==> config.mk <==
export PLATFORM = sky130hd
export DESIGN_NAME = hb_watchdog
export DESIGN_NICKNAME = d
export VERILOG_FILES = /design/src/rtl/hb_wd_pkg.sv /design/src/rtl/hb_sync.sv /design/src/rtl/hb_edge_detect.sv /design/src/rtl/hb_timeout_counter.sv /design/src/rtl/hb_out_stage.sv /design/src/rtl/hb_watchdog.sv
export SDC_FILE = /design/constraint.sdc
export NUM_CORES = 1
export LEC_CHECK = 0
export BUFFER_PORTS_ARGS = -buffer_cell sky130_fd_sc_hd__buf_2
export CORE_ASPECT_RATIO = 0.7
export CORE_MARGIN = 10
export CORE_UTILIZATION = 56
export DETAILED_ROUTE_END_ITERATION = 16
export PLACE_DENSITY = 0.73
export SYNTH_ARGS = -nofsm -noshare
export SYNTH_HDL_FRONTEND = slang
export SYNTH_SLANG_ARGS = --single-unit
==> constraint.sdc <==
create_clock -name clk -period 4.8 [get_ports clk]
set_input_delay 0.24 -clock clk [delete_from_list [all_inputs] [get_ports clk]]
set_output_delay 0.24 -clock clk [all_outputs]
set_load 0.05 [all_outputs]
==> src/rtl/hb_wd_pkg.sv <==
package hb_wd_pkg;

  localparam int SYNC_DEPTH = 2;

  function automatic int cnt_bits(input int n);
    return (n <= 2) ? 1 : $clog2(n);
  endfunction

endpackage

==> src/rtl/hb_sync.sv <==
module hb_sync #(
  parameter int STAGES = hb_wd_pkg::SYNC_DEPTH
) (
  input  logic clk,
  input  logic d,
  output logic q
);

  logic [STAGES-1:0] sr;

  generate
    for (genvar i = 0; i < STAGES; i++) begin : g_stage
      if (i == 0) begin : g_first
        always_ff @(posedge clk) sr[0] <= d;
      end else begin : g_next
        always_ff @(posedge clk) sr[i] <= sr[i-1];
      end
    end
  endgenerate

  assign q = sr[STAGES-1];

endmodule

==> src/rtl/hb_edge_detect.sv <==
module hb_edge_detect #(
  parameter int STAGES = hb_wd_pkg::SYNC_DEPTH
) (
  input  logic clk,
  input  logic hb_raw,
  output logic hb_edge
);

  logic hb_s;
  logic hb_d;

  hb_sync #(.STAGES(STAGES)) u_sync (
    .clk (clk),
    .d   (hb_raw),
    .q   (hb_s)
  );

  always_ff @(posedge clk) hb_d <= hb_s;

  assign hb_edge = hb_s ^ hb_d;

endmodule

==> src/rtl/hb_timeout_counter.sv <==
module hb_timeout_counter #(
  parameter int TIMEOUT_CYCLES = 80_000_000
) (
  input  logic clk,
  input  logic rst,
  input  logic enable,
  input  logic hb_edge,
  output logic expired
);

  localparam int CNT_W = hb_wd_pkg::cnt_bits(TIMEOUT_CYCLES);
  localparam logic [CNT_W-1:0] LAST = CNT_W'(TIMEOUT_CYCLES - 1);

  logic [CNT_W-1:0] cnt;

  always_ff @(posedge clk) begin
    if (rst || !enable || hb_edge) begin
      cnt     <= '0;
      expired <= 1'b0;
    end else if (cnt == LAST) begin
      expired <= 1'b1;
    end else begin
      cnt <= cnt + 1'b1;
    end
  end

  AST_CNT_BOUND: assert property (@(posedge clk) disable iff (rst)
    cnt <= LAST);

  AST_EDGE_RESTART: assert property (@(posedge clk) disable iff (rst)
    (hb_edge && enable) |=> (cnt == '0 && !expired));

  AST_RESET_CLEAR: assert property (@(posedge clk)
    rst |=> (cnt == '0 && !expired));

  AST_DISABLE_PARK: assert property (@(posedge clk) disable iff (rst)
    !enable |=> (cnt == '0 && !expired));

  AST_EXPIRED_STICKY: assert property (@(posedge clk) disable iff (rst)
    (expired && enable && !hb_edge) |=> expired);

endmodule

==> src/rtl/hb_out_stage.sv <==
module hb_out_stage (
  input  logic clk,
  input  logic rst,
  input  logic supply_good,
  input  logic expired,
  output logic out_n
);

  always_ff @(posedge clk) begin
    if (rst) out_n <= supply_good;
    else     out_n <= supply_good & ~expired;
  end

  AST_SUPPLY_FORCE: assert property (@(posedge clk) disable iff (rst)
    !supply_good |=> !out_n);

  AST_TIMEOUT_LOW: assert property (@(posedge clk) disable iff (rst)
    expired |=> !out_n);

  AST_IDLE_HIGH: assert property (@(posedge clk) disable iff (rst)
    (supply_good && !expired) |=> out_n);

endmodule

==> src/rtl/hb_watchdog.sv <==
module hb_watchdog #(
  parameter int TIMEOUT_CYCLES = 80_000_000,
  parameter int SYNC_STAGES    = hb_wd_pkg::SYNC_DEPTH
) (
  input  logic clk,
  input  logic rst,
  input  logic hb_in,
  input  logic wd_en,
  input  logic supply_ok,
  output logic wdt_n
);

  logic hb_edge;
  logic supply_s;
  logic expired;

  hb_edge_detect #(.STAGES(SYNC_STAGES)) u_edge (
    .clk     (clk),
    .hb_raw  (hb_in),
    .hb_edge (hb_edge)
  );

  hb_sync #(.STAGES(SYNC_STAGES)) u_supply_sync (
    .clk (clk),
    .d   (supply_ok),
    .q   (supply_s)
  );

  hb_timeout_counter #(.TIMEOUT_CYCLES(TIMEOUT_CYCLES)) u_counter (
    .clk     (clk),
    .rst     (rst),
    .enable  (wd_en),
    .hb_edge (hb_edge),
    .expired (expired)
  );

  hb_out_stage u_out (
    .clk         (clk),
    .rst         (rst),
    .supply_good (supply_s),
    .expired     (expired),
    .out_n       (wdt_n)
  );

endmodule

==> metrics.cfg <==
[worst_setup_path]
slowest_stage=nor4_4
worstPathCellList=or4b_4, nor4_4, a211oi_1, mux2i_1
crit_type=register to register
critPathRequiredTime_ns=4.97
startpoint_type=register
slowest_delay_ns=0.72
endpoint_kind=register
crit_arrival_ns=2.35
cp_max_fo=19

[pwr]
finalPower_mw=0.567
pwr-share-clk_pct=46.8
pwr-share-comb_pct=2.6
p_int_mw=0.444
power_density_nw_per_um2=316
power.net_switching_mw=0.123
leakagePower_nw=0.538
ir_worst_vdd_mv=0.216
switching_share_pct=21.7
seq_power_share_pct=50.5

[finish]
fillCellCount=231
area_growth_pct=8.79
final_area_um2=1800
fin_nets=198
fin_cells=229
diodes=0
drive_gt1_share_pct=9.84

[yosys]
synth_area_leaders=dfxtp_1 (41%), nand2_1 (5.5%), a21oi_1 (4.9%)
yosysMostFrequentCell=dfxtp_1
synthArstFlopShare_pct=0
synth_ff_type=dfxtp_1
yosys-top-cells-count=dfxtp_1 (34), nand2_1 (24), a21oi_1 (16)
yosys_register_bits=34
synthCells=188
synth_cell_type_count=36
yosys.area.top_type=dfxtp_1
yosysSeqAreaShare_pct=41.2
synth_edf_count=0
yosysTopAreaCellShare_pct=41.2
netlist_area_um2=1650
syn_nets=194
synth.avg_cell_area_um2=8.78
ys_warn_count=0

[timing]
setup_viol=0
setup_tns_ns=0
skew_ns=0.00367
period_needed_ns=2.18
fmax_mhz=458
finalHoldViolCount=0
rsz0062_at_grt=false
fin_crit_sh_pct=45.4
relSlewSlack_pct=27.5
drv_slew=0
worst_pin_slew_ns=1.08

[die]
dieArea_um2=5550
core_um2=2800
initial_core_util_pct=58.9
die_y_um=65.4
row_count=16
fp.dieW_um=84.9
io_pins=6

[global_routing]
grt_pass1_vias=1302
grt_max_degree=22
antenna_found_initial=0
grt_usage_pct=13.3
gr-total-overflow=0
grt_pass1_wl_um=6060

[job]
max_cap_viol_count=0

[placed_design]
hpwl_um=2490
place.gp.congestion=0.851
place_area_um2=1680
io_buffers=5
dp_cells=221

[detailed_routing]
dr.pass1.iters=4
detail_route.wl_per_cell_um=15.6
wl_um=3570
dr.first_iter.drc_count=123
vias=1440
drtAntennaViolNets=0
drt-vias-per-instance=6.29
route.detailed.drc=0

[clocking]
clock-sinks=34
insertion_delay_ns=0.29
htreeDepth=2
cts_setup_buffers=0
holdBufCountCts=0
max-clock-path-buffers=2
clockRootBuffer=clkbuf_8
cts_buffers=5
cts_tree=built
cts_resized=0
path_clk_slew_ns=0.07

[hold_path]
hold_path_class=input port to register

[status]
outcome=complete, no violations

## power by group through the flow
stage | sequential, mW | clock [mW] | combinational, mW
after floorplan | 0.294 | 0 | 0.00888
after CTS | 0.287 | 0.269 | 0.0149
after global routing | 0.287 | 0.283 | 0.0162
after detailed placement | 0.293 | 0 | 0.0149
final | 0.287 | 0.266 | 0.0149
after global placement | 0.293 | 0 | 0.0142
## cells in the final DEF (no fill, tap or decap), types with 2 or more instances in the layout
| cell type | instances |
|---|---|
| o21ai_1 | 8 |
| o31a_1 | 2 |
| nand4_1 | 6 |
| nor4_1 | 4 |
| a21oi_1 | 16 |
| clkbuf_8 | 5 |
| o21ai_0 | 4 |
| mux2i_1 | 5 |
| or2_2 | 2 |
| a211oi_1 | 5 |
| and3_1 | 5 |
| inv_1 | 2 |
| and4_1 | 3 |
| nor4_4 | 2 |
| o21a_1 | 2 |
| xor2_1 | 2 |
| buf_2 | 5 |
| nand2_1 | 24 |
| or4_1 | 9 |
| a2111o_1 | 5 |
| dfxtp_1 | 34 |
| nor2_1 | 5 |
| o31ai_1 | 5 |
| or3_1 | 8 |
| nand3_1 | 12 |
| clkinvlp_4 | 2 |
## registers in the layout, summed over array words and instances, names as in the netlist
| register | count |
|---|---|
| u_counter.cnt | 27 |
| u_counter.expired | 1 |
| u_edge.hb_d | 1 |
| u_edge.u_sync.q | 1 |
| u_edge.u_sync.sr | 1 |
| u_out.out_n | 1 |
| u_supply_sync.q | 1 |
| u_supply_sync.sr | 1 |
## stage by stage
| stage | hold slack (ns) | util (%) | setup slack, ns |
|---|---|---|---|
| 6_report | 0.0475 | 64.1 | 2.62 |
| 3_5_place_dp | 0.319 | 60.0 | 2.64 |
| 5_1_grt | 0.0320 | 64.1 | 2.41 |
| 2_1_floorplan | 0.268 | - | 3.00 |
| 4_1_cts | 0.0373 | 64.1 | 2.63 |
| 3_3_place_gp | 0.318 | 60.0 | 2.76 |
## layout make-up
| cell class | count | area [um2] | share of cell area [%] |
|---|---|---|---|
| clock buffers | 5 | 68.8 | 3.83 |
| clock inverters | 3 | 45.0 | 2.51 |
| flip-flops and latches | 34 | 681 | 37.9 |
| repair buffers | 5 | 25.0 | 1.39 |
| inverters | 2 | 7.51 | 0.418 |
| multi-input cells | 144 | 923 | 51.4 |
| well taps | 36 | 45.0 | 2.51 |
## per-layer routing
layer / track usage (%) / share of wire [%]
met1: 17.1 / 49
met2: 19.3 / 45
met3: 5.17 / 5.5
met4: 5.53 / 0.48
met5: 0 / 0
## worst max-delay path, delay by kind of cell (launching register included)
kind | cells | cell delay [ns]
multiplexers | 1 | 0.17
AO/OA/AOI/OAI | 1 | 0.22
AND/OR/NAND/NOR | 2 | 1.30
flip-flops | 1 | 0.38
## cells by family after synthesis
logic type | after synthesis | share of synthesized area (%)
and+or+nand+nor | 85 | 30.8
DFF | 34 | 41.2
xor gates and xnor gates | 3 | 1.59
muxes | 5 | 3.03
AOI/OAI and AO/OA | 50 | 19.8
buffers and inverters | 10 | 2.80
adders and majority gates | 1 | 0.758
## worst paths after layout
| kind | startpoint | end | slack [ns] | cells after the start |
|---|---|---|---|---|
| setup / recovery | u_counter.cnt[21]$_SDFFE_PP0P_ | u_counter.cnt[19]$_SDFFE_PP0P_ | 2.62 | 4 |
| hold / removal | hb_in | u_edge.u_sync.sr[0]$_DFF_P_ | 0.05 | 1 |
| setup reg to reg | u_counter.cnt[21]$_SDFFE_PP0P_ | u_counter.cnt[19]$_SDFFE_PP0P_ | 2.62 | 4 |
| hold reg to reg | u_edge.u_sync.sr[0]$_DFF_P_ | u_edge.u_sync.q$_DFF_P_ | 0.33 | 0 |
No activity file was read; power rests on OpenSTA's default activity.
